### src/rtl/tfs_pkg.sv
package tfs_pkg;
    typedef enum logic [2:0] {
        ST_IDLE,
        ST_LOAD,
        ST_DOT,
        ST_SYNC,
        ST_DATA,
        ST_CIB
    } tfs_state_e;
endpackage

### src/rtl/tfs_lfsr.sv
module tfs_lfsr #(
    parameter int               LW   = 9,
    parameter logic [LW-1:0]    TAPS = 9'h110,
    parameter logic [LW-1:0]    SEED = 9'h1FF
) (
    input  logic clk,
    input  logic rst_n,
    input  logic seed_ld,
    input  logic adv,
    output logic out_bit
);
    logic [LW-1:0] state;

    always_ff @(posedge clk or negedge rst_n) begin
        if (!rst_n)
            state <= SEED;
        else if (seed_ld)
            state <= SEED;
        else if (adv)
            state <= {state[LW-2:0], ^(state & TAPS)};
    end

    assign out_bit = state[LW-1];

    // a live scrambler never reaches the all-zero lock-up state
    always_ff @(posedge clk) begin
        if (rst_n)
            p_prbs_live_r5: assert (state != '0) else $error("prbs locked at zero");
    end
endmodule

### src/rtl/tfs_stage.sv
module tfs_stage #(
    parameter int W      = 6,
    parameter int N_DATA = 47,
    parameter int N_PAR  = 16,
    parameter int AW     = 6
) (
    input  logic                  clk,
    input  logic                  rst_n,
    input  logic                  wr_en,
    input  logic [AW-1:0]         wr_addr,
    input  logic [W-1:0]          wr_data,
    input  logic                  par_done,
    input  logic [N_PAR*W-1:0]    par_in,
    input  logic                  take,
    output logic [N_DATA*W-1:0]   stage_syms,
    output logic [N_PAR*W-1:0]    par_hold,
    output logic                  staged_ok,
    output logic                  par_start
);
    localparam logic [AW-1:0] LAST_IDX = AW'(N_DATA - 1);

    logic [W-1:0] mem [N_DATA];
    logic         ready, par_ok;
    logic         wr_hit, wr_last;

    assign wr_hit  = wr_en && (int'(wr_addr) < N_DATA);
    assign wr_last = wr_en && (wr_addr == LAST_IDX);

    always_ff @(posedge clk) begin
        if (wr_hit)
            mem[wr_addr] <= wr_data;
    end

    always_ff @(posedge clk or negedge rst_n) begin
        if (!rst_n) begin
            ready     <= 1'b0;
            par_ok    <= 1'b0;
            par_start <= 1'b0;
            par_hold  <= '0;
        end else begin
            par_start <= wr_last;
            if (wr_last)
                ready <= 1'b1;
            else if (take)
                ready <= 1'b0;
            if (wr_last)
                par_ok <= 1'b0;
            else if (par_done) begin
                par_ok   <= 1'b1;
                par_hold <= par_in;
            end
        end
    end

    assign staged_ok = ready && par_ok;

    for (genvar i = 0; i < N_DATA; i++) begin : g_flat
        assign stage_syms[i*W +: W] = mem[i];
    end

    // the sequencer only takes a buffer that is complete
    p_take_ready_r3: assert property (@(posedge clk) disable iff (!rst_n)
        take |-> staged_ok);
    // a parity request always follows a write
    p_start_after_write_r1: assert property (@(posedge clk) disable iff (!rst_n)
        par_start |-> $past(wr_en));
endmodule

### src/rtl/tfs_serial.sv
module tfs_serial
    import tfs_pkg::*;
#(
    parameter int                  W         = 6,
    parameter int                  N_DATA    = 47,
    parameter int                  N_PAR     = 16,
    parameter int                  CI_EVERY  = 9,
    parameter int                  DOT_LEN   = 38,
    parameter int                  SYNC_LEN  = 22,
    parameter logic [SYNC_LEN-1:0] SYNC_WORD = 22'h2D9C63,
    parameter int                  PRBS_W    = 9,
    parameter logic [PRBS_W-1:0]   PRBS_TAPS = 9'h110,
    parameter logic [PRBS_W-1:0]   PRBS_SEED = 9'h1FF
) (
    input  logic                  clk,
    input  logic                  rst_n,
    input  logic [N_DATA*W-1:0]   stage_syms,
    input  logic [N_PAR*W-1:0]    par_syms,
    input  logic                  staged_ok,
    input  logic                  ci_in,
    input  logic                  ps_tx,
    input  logic                  bit_stb,
    output logic                  take,
    output logic                  tx_bit,
    output logic                  tx_on,
    output logic                  tx_empty
);
    localparam int N_SYM   = N_DATA + N_PAR;
    localparam int SI_W    = $clog2(N_SYM);
    localparam int BI_W    = $clog2(W);
    localparam int GRP_W   = $clog2(CI_EVERY + 1);
    localparam int PRE_MAX = (DOT_LEN > SYNC_LEN) ? DOT_LEN : SYNC_LEN;
    localparam int PRE_W   = $clog2(PRE_MAX + 1);
    localparam logic [SI_W-1:0]  SI_LAST   = SI_W'(N_SYM - 1);
    localparam logic [BI_W-1:0]  BI_TOP    = BI_W'(W - 1);
    localparam logic [GRP_W-1:0] GRP_LAST  = GRP_W'(CI_EVERY - 1);
    localparam logic [PRE_W-1:0] DOT_LAST  = PRE_W'(DOT_LEN - 1);
    localparam logic [PRE_W-1:0] SYNC_LAST = PRE_W'(SYNC_LEN - 1);

    tfs_state_e st, st_nx;

    logic [W-1:0]        blk [N_SYM];
    logic                blk_ci, ci_q, need_pre, empty_q;
    logic [PRE_W-1:0]    cnt;
    logic [SYNC_LEN-1:0] sync_sr;
    logic [SI_W-1:0]     si;
    logic [BI_W-1:0]     bi;
    logic [GRP_W-1:0]    grp;
    logic                prbs;
    logic                stb_ok, dot_end, sync_end, sym_end, grp_full, last_sym, fin;

    assign stb_ok   = bit_stb && !ps_tx;
    assign dot_end  = stb_ok && (st == ST_DOT)  && (cnt == DOT_LAST);
    assign sync_end = stb_ok && (st == ST_SYNC) && (cnt == SYNC_LAST);
    assign sym_end  = stb_ok && (st == ST_DATA) && (bi == '0);
    assign grp_full = (grp == GRP_LAST);
    assign last_sym = (si == SI_LAST);
    assign fin      = (sym_end && !grp_full && last_sym)
                   || (stb_ok && (st == ST_CIB) && last_sym);

    tfs_lfsr #(.LW(PRBS_W), .TAPS(PRBS_TAPS), .SEED(PRBS_SEED)) u_prbs (
        .clk     (clk),
        .rst_n   (rst_n),
        .seed_ld (st == ST_LOAD),
        .adv     (stb_ok && (st == ST_DATA)),
        .out_bit (prbs)
    );

    // next state
    always_comb begin
        st_nx = st;
        if (ps_tx)
            st_nx = ST_IDLE;
        else begin
            unique case (st)
                ST_IDLE: st_nx = ST_LOAD;
                ST_LOAD: st_nx = need_pre ? ST_DOT : ST_DATA;
                ST_DOT:  if (dot_end)  st_nx = ST_SYNC;
                ST_SYNC: if (sync_end) st_nx = ST_DATA;
                ST_DATA: if (sym_end)
                             st_nx = grp_full ? ST_CIB : (last_sym ? ST_LOAD : ST_DATA);
                ST_CIB:  if (stb_ok)   st_nx = last_sym ? ST_LOAD : ST_DATA;
                default: st_nx = ST_IDLE;
            endcase
        end
    end

    // state register
    always_ff @(posedge clk or negedge rst_n) begin
        if (!rst_n) st <= ST_IDLE;
        else        st <= st_nx;
    end

    // datapath
    always_ff @(posedge clk or negedge rst_n) begin
        if (!rst_n) begin
            for (int i = 0; i < N_SYM; i++) blk[i] <= '0;
            blk_ci   <= 1'b0;
            ci_q     <= 1'b0;
            need_pre <= 1'b1;
            empty_q  <= 1'b0;
            cnt      <= '0;
            sync_sr  <= '0;
            si       <= '0;
            bi       <= '0;
            grp      <= '0;
        end else begin
            ci_q    <= ci_in;
            empty_q <= fin;
            if (ps_tx || (ci_in && !ci_q))
                need_pre <= 1'b1;
            else if (st == ST_LOAD)
                need_pre <= 1'b0;
            unique case (st)
                ST_LOAD: begin
                    if (staged_ok) begin
                        for (int i = 0; i < N_DATA; i++) blk[i] <= stage_syms[i*W +: W];
                        for (int j = 0; j < N_PAR; j++)  blk[N_DATA+j] <= par_syms[j*W +: W];
                    end
                    blk_ci <= ci_in;
                    cnt    <= '0;
                    si     <= '0;
                    bi     <= BI_TOP;
                    grp    <= '0;
                end
                ST_DOT: if (stb_ok) begin
                    if (dot_end) begin
                        cnt     <= '0;
                        sync_sr <= SYNC_WORD;
                    end else
                        cnt <= cnt + 1'b1;
                end
                ST_SYNC: if (stb_ok) begin
                    sync_sr <= {sync_sr[SYNC_LEN-2:0], 1'b0};
                    cnt     <= cnt + 1'b1;
                end
                ST_DATA: if (stb_ok) begin
                    if (bi == '0) begin
                        bi <= BI_TOP;
                        if (grp_full)
                            grp <= '0;
                        else begin
                            grp <= grp + 1'b1;
                            if (!last_sym) si <= si + 1'b1;
                        end
                    end else
                        bi <= bi - 1'b1;
                end
                ST_CIB: if (stb_ok && !last_sym) si <= si + 1'b1;
                default: ;
            endcase
        end
    end

    // outputs
    always_comb begin
        tx_on    = (st != ST_IDLE);
        take     = (st == ST_LOAD) && staged_ok;
        tx_empty = empty_q;
        unique case (st)
            ST_DOT:  tx_bit = ~cnt[0];
            ST_SYNC: tx_bit = sync_sr[SYNC_LEN-1];
            ST_DATA: tx_bit = blk[si][bi] ^ prbs;
            ST_CIB:  tx_bit = blk_ci;
            default: tx_bit = 1'b0;
        endcase
    end

    p_ps_stop_r8: assert property (@(posedge clk) disable iff (!rst_n)
        ps_tx |=> !tx_on);
    p_empty_single_r9: assert property (@(posedge clk) disable iff (!rst_n)
        tx_empty |=> !tx_empty);
    p_empty_at_boundary_r9: assert property (@(posedge clk) disable iff (!rst_n)
        tx_empty |-> (st == ST_LOAD) || ps_tx || $past(ps_tx));
    p_ci_frozen_r3: assert property (@(posedge clk) disable iff (!rst_n)
        (st != ST_LOAD) |=> $stable(blk_ci));
    p_bit_hold_r10: assert property (@(posedge clk) disable iff (!rst_n)
        ((st == ST_DATA) && !bit_stb && !ps_tx) |=> $stable(tx_bit));
endmodule

### src/rtl/tx_frame_seq.sv
module tx_frame_seq #(
    parameter int                  W         = 6,
    parameter int                  N_DATA    = 47,
    parameter int                  N_PAR     = 16,
    parameter int                  CI_EVERY  = 9,
    parameter int                  DOT_LEN   = 38,
    parameter int                  SYNC_LEN  = 22,
    parameter logic [SYNC_LEN-1:0] SYNC_WORD = 22'h2D9C63,
    parameter int                  PRBS_W    = 9,
    parameter logic [PRBS_W-1:0]   PRBS_TAPS = 9'h110,
    parameter logic [PRBS_W-1:0]   PRBS_SEED = 9'h1FF,
    parameter int                  ADDR_W    = $clog2(N_DATA)
) (
    input  logic                 clk,
    input  logic                 rst_n,
    input  logic                 wr_en,
    input  logic [ADDR_W-1:0]    wr_addr,
    input  logic [W-1:0]         wr_data,
    output logic                 par_start,
    input  logic                 par_done,
    input  logic [N_PAR*W-1:0]   par_syms,
    output logic [N_DATA*W-1:0]  stage_syms,
    input  logic                 ci_in,
    input  logic                 ps_tx,
    input  logic                 bit_stb,
    output logic                 tx_bit,
    output logic                 tx_on,
    output logic                 tx_empty
);
    logic [N_PAR*W-1:0] par_hold;
    logic               staged_ok, take;

    tfs_stage #(.W(W), .N_DATA(N_DATA), .N_PAR(N_PAR), .AW(ADDR_W)) u_stage (
        .clk        (clk),
        .rst_n      (rst_n),
        .wr_en      (wr_en),
        .wr_addr    (wr_addr),
        .wr_data    (wr_data),
        .par_done   (par_done),
        .par_in     (par_syms),
        .take       (take),
        .stage_syms (stage_syms),
        .par_hold   (par_hold),
        .staged_ok  (staged_ok),
        .par_start  (par_start)
    );

    tfs_serial #(
        .W(W), .N_DATA(N_DATA), .N_PAR(N_PAR), .CI_EVERY(CI_EVERY),
        .DOT_LEN(DOT_LEN), .SYNC_LEN(SYNC_LEN), .SYNC_WORD(SYNC_WORD),
        .PRBS_W(PRBS_W), .PRBS_TAPS(PRBS_TAPS), .PRBS_SEED(PRBS_SEED)
    ) u_serial (
        .clk        (clk),
        .rst_n      (rst_n),
        .stage_syms (stage_syms),
        .par_syms   (par_hold),
        .staged_ok  (staged_ok),
        .ci_in      (ci_in),
        .ps_tx      (ps_tx),
        .bit_stb    (bit_stb),
        .take       (take),
        .tx_bit     (tx_bit),
        .tx_on      (tx_on),
        .tx_empty   (tx_empty)
    );
endmodule

### config.mk
export PLATFORM = sky130hd
export DESIGN_NAME = tx_frame_seq
export DESIGN_NICKNAME = d
export VERILOG_FILES = /design/src/rtl/tfs_pkg.sv /design/src/rtl/tfs_lfsr.sv /design/src/rtl/tfs_stage.sv /design/src/rtl/tfs_serial.sv /design/src/rtl/tx_frame_seq.sv
export SDC_FILE = /design/constraint.sdc
export NUM_CORES = 1
export LEC_CHECK = 0
export BUFFER_PORTS_ARGS = -buffer_cell sky130_fd_sc_hd__buf_2
export CAP_MARGIN = 20
export CORE_ASPECT_RATIO = 2
export CORE_MARGIN = 2
export CORE_UTILIZATION = 23
export DETAILED_ROUTE_END_ITERATION = 6
export PLACE_DENSITY_LB_ADDON = 0.25
export SYNTH_ARGS = -nofsm -noshare
export SYNTH_HDL_FRONTEND = slang
export SYNTH_HIERARCHICAL = 1
export SYNTH_SLANG_ARGS = --single-unit
### constraint.sdc
create_clock -name clk -period 4.45 [get_ports clk]
set_clock_uncertainty 0.2 [all_clocks]
set_input_delay 0.6675 -clock clk [delete_from_list [all_inputs] [get_ports clk]]
set_output_delay 0.6675 -clock clk [all_outputs]
set_load 0.03 [all_outputs]
==> flow_metrics.py, run 1 <==
metrics = {
    "sta": {
        "drv_slew": 0,
        "finalCritPeriodShare_pct": 106,
        "relSlewSlack_pct": 19.1,
        "finalHoldViolations": 0,
        "worst_pin_slew_ns": 1.20,
        "fin_tns_setup_ns": -0.251,
        "setup_viol": 1,
        "max_freq_mhz": 213,
        "setup_ws_ns": -0.251,
        "rsz0062_at_grt": "true",
        "finalCriticalPeriod_ns": 4.70,
    },
    "power": {
        "max-vdd-ir-drop_v": 0.000353,
        "p_leak_nw": 16.2,
        "finalPower_mw": 24.8,
        "power_density_mw_per_mm2": 602,
    },
    "clocking": {
        "clock-sinks": 816,
        "htree_levels": 3,
        "cts_max_path_buffers": 3,
        "clkLatencyLatePin_ns": 0.68,
        "cts_tree": "done",
        "clk_pin_slew_worst_paths_ns": 0.06,
        "cts_buffers": 79,
        "cts_root_buf": "clkbuf_16",
    },
    "layout": {
        "fin_util_pct": 29.5,
        "drive_above_1_share_pct": 47.7,
        "syn_to_final_growth_pct": 27.2,
        "fin_nets": 2615,
        "final_common_cell": "dfrtp_1",
        "layout_common_cells": "521 x dfrtp_1, 448 x mux2_2, 398 x buf_2",
    },
    "yosys": {
        "yosysSeqAreaShare_pct": 67.5,
        "synth_flop_cell": "dfrtp_1",
        "synth_warnings": 6,
        "synth_edf_count": 282,
        "synth-seq-cells": 816,
        "syn-num-nets": 2043,
        "synth_area_per_cell_um2": 16.9,
        "syn-cell-area_mm2": 0.0323,
        "synthCells": 1918,
        "synth_cell_type_count": 64,
        "synthArstFlopShare_pct": 65.4,
    },
    "worst_setup_path": {
        "crit_top_cell": "buf_6",
        "crit_path_start_kind": "flop",
        "crit_arrival_ns": 3.83,
        "crit_path_top_delay_cell": "dfrtp_4",
        "cp_top_family": "buffers and inverters",
        "cpPeakStageDelay_ns": 0.56,
        "crit_type": "reg -> out",
        "crit_fanout": 14,
        "cp.buffers_inverters": 5,
        "crit_chain": "buf_4 -> buf_16 -> inv_2 -> mux2i_1 -> mux2i_2 -> o211ai_1 -> a2bb2oi_2 -> or3_4 -> o221ai_4 -> buf_6 -> buf_6",
        "worst_setup_path_end_kind": "primary output",
        "required_ns": 3.58,
    },
    "drt": {
        "top_layer": "met5",
        "drc": 0,
        "wl_per_cell_um": 27.3,
        "route.antenna.remaining_nets": 0,
        "wl_met1_mm": 47.2,
        "wl_met2_mm": 63.0,
        "post_drt_via_cell_ratio": 4.44,
        "wl_met3_mm": 6.60,
        "vias": 19641,
        "drt-total-wl_mm": 120,
        "drt_pass1_iterations": 5,
        "drtIter0Drc": 1315,
    },
    "floorplanning": {
        "io_pins": 401,
        "die_area_mm2": 0.144,
        "rows": 194,
        "die_h_um": 534,
        "die_w_um": 269,
        "initial_core_util_pct": 23.2,
        "coreArea_mm2": 0.140,
    },
    "global_route": {
        "grt_usage_pct": 16.5,
        "overflow": 0,
        "grt_pass1_vias": 21403,
        "antenna_found_initial": 4,
        "grt_pass1_wl_mm": 169,
        "grt_max_degree": 104,
    },
    "placement": {
        "dp.final_hpwl_mm": 89.4,
        "gp_congestion": 0.821,
        "place_ws_ns": 0.171,
        "port_buffers": 400,
    },
    "job": {
        "drv_cap": 0,
    },
    "min_path": {
        "hold_class": "in -> reg",
    },
    "status": {
        "status": "finished, violations left",
        "violations": "setup timing",
    },
}
-- metrics by stage --
step           instances  area (µm²)  hold slack, ns
2_1_floorplan       1918       32300           0.172
3_3_place_gp        4163       37000           0.261
3_5_place_dp        4163       37000           0.271
4_1_cts             4405       41000         0.00213
5_1_grt             4419       41100          0.0330
6_report            4419       41100          0.0565
-- state kept, by name (all words and copies together), names as in the netlist --
name / count
u_serial/blk: 378
u_stage/mem: 282
u_stage/par_hold: 96
u_serial/sync_sr: 22
u_serial/u_prbs/state: 9
u_serial/cnt: 6
u_serial/si: 6
u_serial/grp: 4
u_serial/bi: 3
u_serial/st: 3
u_serial/blk_ci: 1
u_serial/ci_q: 1
u_serial/need_pre: 1
u_serial/tx_empty: 1
u_stage/par_ok: 1
u_stage/par_start: 1
u_stage/ready: 1
-- what timing repair did --
item | in CTS | in global routing
setup endpoints to repair | 1 | 1
buffers inserted | 13 | 12
hold buffers | 79 | 0
hold endpoints to repair | 169 | 0
gates cloned | 3 | 1
pin swaps | 7 | 8
resized for setup | 21 | 12
-- worst paths after layout --
path / startpoint / endpoint / slack (ns) / cells past startpoint
worst max-delay path: u_serial/si[0] / tx_bit / -0.25 / 11
worst min-delay path: par_syms[86] / u_stage/par_hold[86] / 0.06 / 2
worst min register to register: u_serial/need_pre / u_serial/need_pre / 0.28 / 2
min in group asynchronous: rst_n / u_serial/blk[224] / 0.49 / 2
worst max register to register: u_serial/si[0] / u_serial/si[3] / 1.42 / 10
max in group asynchronous: rst_n / u_serial/blk[339] / 2.42 / 3
-- where the power goes --
part	total [mW]	switching, mW	internal [mW]
sequential	11.2	1.42	9.76
clock	7.38	3.19	4.19
combinational	6.22	2.70	3.51
-- cell families (layout without fill, tap and decap cells) --
kind of cell | count (synthesis) | count (layout) | synth area share [%]
flops | 816 | 816 | 67.5
mux | 605 | 605 | 23.8
simple gates | 226 | 226 | 3.33
compound gates | 136 | 136 | 3.06
buf+inv | 120 | 758 | 1.76
fa+ha+maj | 10 | 10 | 0.387
xor+xnor | 5 | 5 | 0.135
other cells | 0 | 1 | 0
-- layer usage --
metal,up-vias,track usage [%]
met5,-,0
met4,2,5.31
met3,137,3.53
met2,652,29.9
met1,10502,19.3
li1,8348,-
-- area by class of cell --
cell class	instances	area, µm²
antenna	1	2.50
clock buffer	108	2320
clock inverter	39	497
fill	13971	98400
inverter	18	67.6
multi-input combinational	982	10100
sequential	816	21900
tap	1862	2330
timing repair buffer	593	4010
-- synth_stat cells (12+ instances only) --
library cell | n | share of area (%)
nor2_1 | 86 | 1.0
nand2_1 | 53 | 0.62
dfrtp_1 | 524 | 41
a21oi_1 | 17 | 0.26
o21ai_0 | 19 | 0.29
mux2_1 | 40 | 1.4
buf_1 | 12 | 0.14
inv_1 | 14 | 0.16
clkbuf_1 | 58 | 0.67
mux4_2 | 82 | 5.7
mux2_2 | 449 | 16
edfxtp_1 | 282 | 26
nand3_1 | 13 | 0.20
a22o_1 | 16 | 0.43
nor2b_1 | 15 | 0.29
mux2i_1 | 34 | 1.1
buf_2 | 13 | 0.20
No activity file was read; power rests on OpenSTA's default activity.
==> inputs of run 2 (changes only) <==
--- a/config.mk
+++ b/config.mk
@@ -11,6 +11,7 @@
 export CORE_MARGIN = 2
 export CORE_UTILIZATION = 23
 export DETAILED_ROUTE_END_ITERATION = 6
+export MAX_ROUTING_LAYER = met4
 export PLACE_DENSITY_LB_ADDON = 0.25
 export SYNTH_ARGS = -nofsm -noshare
 export SYNTH_HDL_FRONTEND = slang
==> constraint.sdc (replaced) <==
create_clock -name clk -period 5.3 [get_ports clk]
set_clock_uncertainty 0.2 [all_clocks]
set_input_delay 0.795 -clock clk [delete_from_list [all_inputs] [get_ports clk]]
set_output_delay 0.795 -clock clk [all_outputs]
set_load 0.03 [all_outputs]
==> flow_metrics.py, run 2 (synthesis results as in run 1) <==
metrics = {
    "status": {
        "status": "completed",
    },
    "power": {
        "internal_power_mw": 14.3,
        "sw_frac_of_total_pct": 29.3,
        "power_frac_clock_pct": 30.1,
        "seq_power_share_pct": 46.2,
        "pwr-share-comb_pct": 23.7,
        "p_leak_nw": 15.6,
        "finalPower_mw": 20.3,
        "p_sw_mw": 5.95,
        "max-vdd-ir-drop_v": 0.000339,
        "power_density_mw_per_mm2": 509,
    },
    "worst_setup_path": {
        "worstReg2RegStart": "u_serial/st[0]",
        "cp_top_family": "compound AO/OA/AOI/OAI gates",
        "cpPeakStageDelay_ns": 0.71,
        "r2r_slack_ns": 2.07,
        "crit_arrival_ns": 4.03,
        "cp.buffers_inverters": 3,
        "crit_chain": "buf_4 -> mux4_2 -> a22o_1 -> a31oi_1 -> o22ai_1 -> a2bb2oi_1 -> or3_1 -> o221ai_2 -> buf_4 -> buf_2",
        "crit_type": "reg -> out",
        "r2r_cells": 5,
        "crit_top_cell": "buf_4",
        "crit_fanout": 22,
        "crit_path_top_delay_cell": "dfrtp_4",
        "required_ns": 4.30,
        "crit_path_start_kind": "flop",
        "r2r_end": "u_serial/blk[17]",
        "worst_setup_path_end_kind": "primary output",
    },
    "drt": {
        "post_drt_via_cell_ratio": 4.42,
        "route.antenna.remaining_nets": 0,
        "drt-total-wl_mm": 117,
        "drc": 0,
        "wl_per_cell_um": 27.1,
        "vias": 19036,
        "drtIter0Drc": 1419,
        "drt_pass1_iterations": 5,
    },
    "sta": {
        "setup_viol": 0,
        "rsz0062_at_grt": "false",
        "finalHoldViolations": 0,
        "max_freq_mhz": 199,
        "relSlewSlack_pct": 31.8,
        "fin_tns_setup_ns": 0,
        "finalCriticalPeriod_ns": 5.03,
        "drv_slew": 0,
        "finalCritPeriodShare_pct": 94.9,
        "worst_pin_slew_ns": 1.02,
    },
    "clocking": {
        "cts_tree": "done",
        "cts_root_buf": "clkbuf_16",
        "cts_buffers": 80,
        "clock-sinks": 816,
        "htree_levels": 3,
        "clkLatencyLatePin_ns": 0.70,
        "clk_pin_slew_worst_paths_ns": 0.07,
        "cts_max_path_buffers": 3,
    },
    "layout": {
        "largest_reg_flops": 378,
        "syn_to_final_growth_pct": 23.1,
        "fin_nets": 2496,
        "final_common_cell": "dfrtp_1",
        "largest-register": "u_serial/blk",
        "final_cells": 4303,
        "drive_above_1_share_pct": 47.7,
        "reg_top3": "u_serial/blk (378), u_stage/mem (282), u_stage/par_hold (96)",
        "layout_common_cells": "521 x dfrtp_1, 449 x mux2_2, 399 x buf_2",
    },
    "placement": {
        "gp_congestion": 0.838,
        "dp.final_hpwl_mm": 86.7,
        "dp.cells": 4143,
        "port_buffers": 400,
    },
    "floorplanning": {
        "die_h_um": 534,
        "die_w_um": 269,
        "rows": 194,
        "die_area_mm2": 0.144,
        "initial_core_util_pct": 23.2,
        "io_pins": 401,
        "coreArea_mm2": 0.140,
    },
    "job": {
        "drv_cap": 0,
    },
    "global_route": {
        "overflow": 0,
        "grt_usage_pct": 16.4,
        "grt_pass1_vias": 20523,
        "grt_max_degree": 106,
        "antenna_found_initial": 4,
        "grt_pass1_wl_mm": 163,
    },
    "min_path": {
        "hold_class": "in -> async",
    },
}
## run 2: changes by cell type in the layout (fill, tap and decap cells not counted), moves of 4 or more
| cell | previous run | this run |
|---|---|---|
| buf_4 | 89 | 53 |
| clkbuf_16 | 86 | 82 |
| clkbuf_8 | 11 | 7 |
| clkinv_2 | 6 | 17 |
| clkinvlp_4 | 8 | 4 |
| dlygate4sd3_1 | 79 | 0 |
## run 2: layer usage
| layer | vias to the layer above | share of wire (%) | GRT usage (%) |
|---|---|---|---|
| li1 | 8109 | - | - |
| met1 | 10140 | 40 | 19.0 |
| met2 | 662 | 52 | 28.7 |
| met3 | 125 | 5.2 | 3.00 |
| met4 | 0 | 2.8 | 5.48 |
| met5 | - | 0 | - |
## run 2: area by class of cell
cell class	count	area [µm²]
clock buffer	102	2200
tap	1862	2330
fill	14079	99800
timing repair buffer	473	2810
inverter	18	68.8
multi-input combinational	982	9940
clock inverter	48	593
antenna	2	5.00
sequential	816	21900
## run 2: power groups by stage
| stage | sequential [mW] | combinational (mW) | clock, mW |
|---|---|---|---|
| after detailed placement | 9.56 | 4.76 | 0 |
| after global routing | 9.54 | 5.17 | 6.52 |
| after CTS | 9.39 | 4.91 | 6.29 |
| final | 9.36 | 4.81 | 6.09 |
| after floorplan | 8.85 | 3.47 | 0 |
| after global placement | 9.53 | 4.63 | 0 |
## run 2: stage by stage
step                      hold slack, ns  utilization [%]  area [µm²]  worst slack [ns]
final                             0.0184             28.5       39800             0.270
after global placement             0.259             26.4       36800             0.324
after global routing              0.0592             28.5       39800            0.0576
after CTS                        0.00891             28.5       39800            0.0470
after floorplan                    0.247                -       32300              1.40
after detailed placement           0.277             26.4       36900             0.458
## run 2: repair_timing
item                                    CTS  global route
buffers inserted                          8             0
endpoints found under the setup margin    1             1
hold buffers                              0             0
resized for setup                         2             2
## run 2: worst register-to-register path: stages, from the launching register on
cell and delay [ns]:
dfrtp_1 0.62, nand2b_1 0.20, nor2_1 0.29, and2_4 0.84, buf_12 0.50, mux2_2 0.49
## run 2: how the worst max path moves through the flow
| stage | cells after the start | endpoint | startpoint |
|---|---|---|---|
| floorplan | 10 | tx_bit | u_serial/si[0] |
| global placement | 10 | tx_bit | u_serial/si[0] |
| detailed placement | 10 | tx_bit | u_serial/si[0] |
| CTS | 11 | tx_bit | u_serial/si[0] |
| global route | 11 | tx_bit | u_serial/si[0] |
| finish | 10 | tx_bit | u_serial/si[1] |
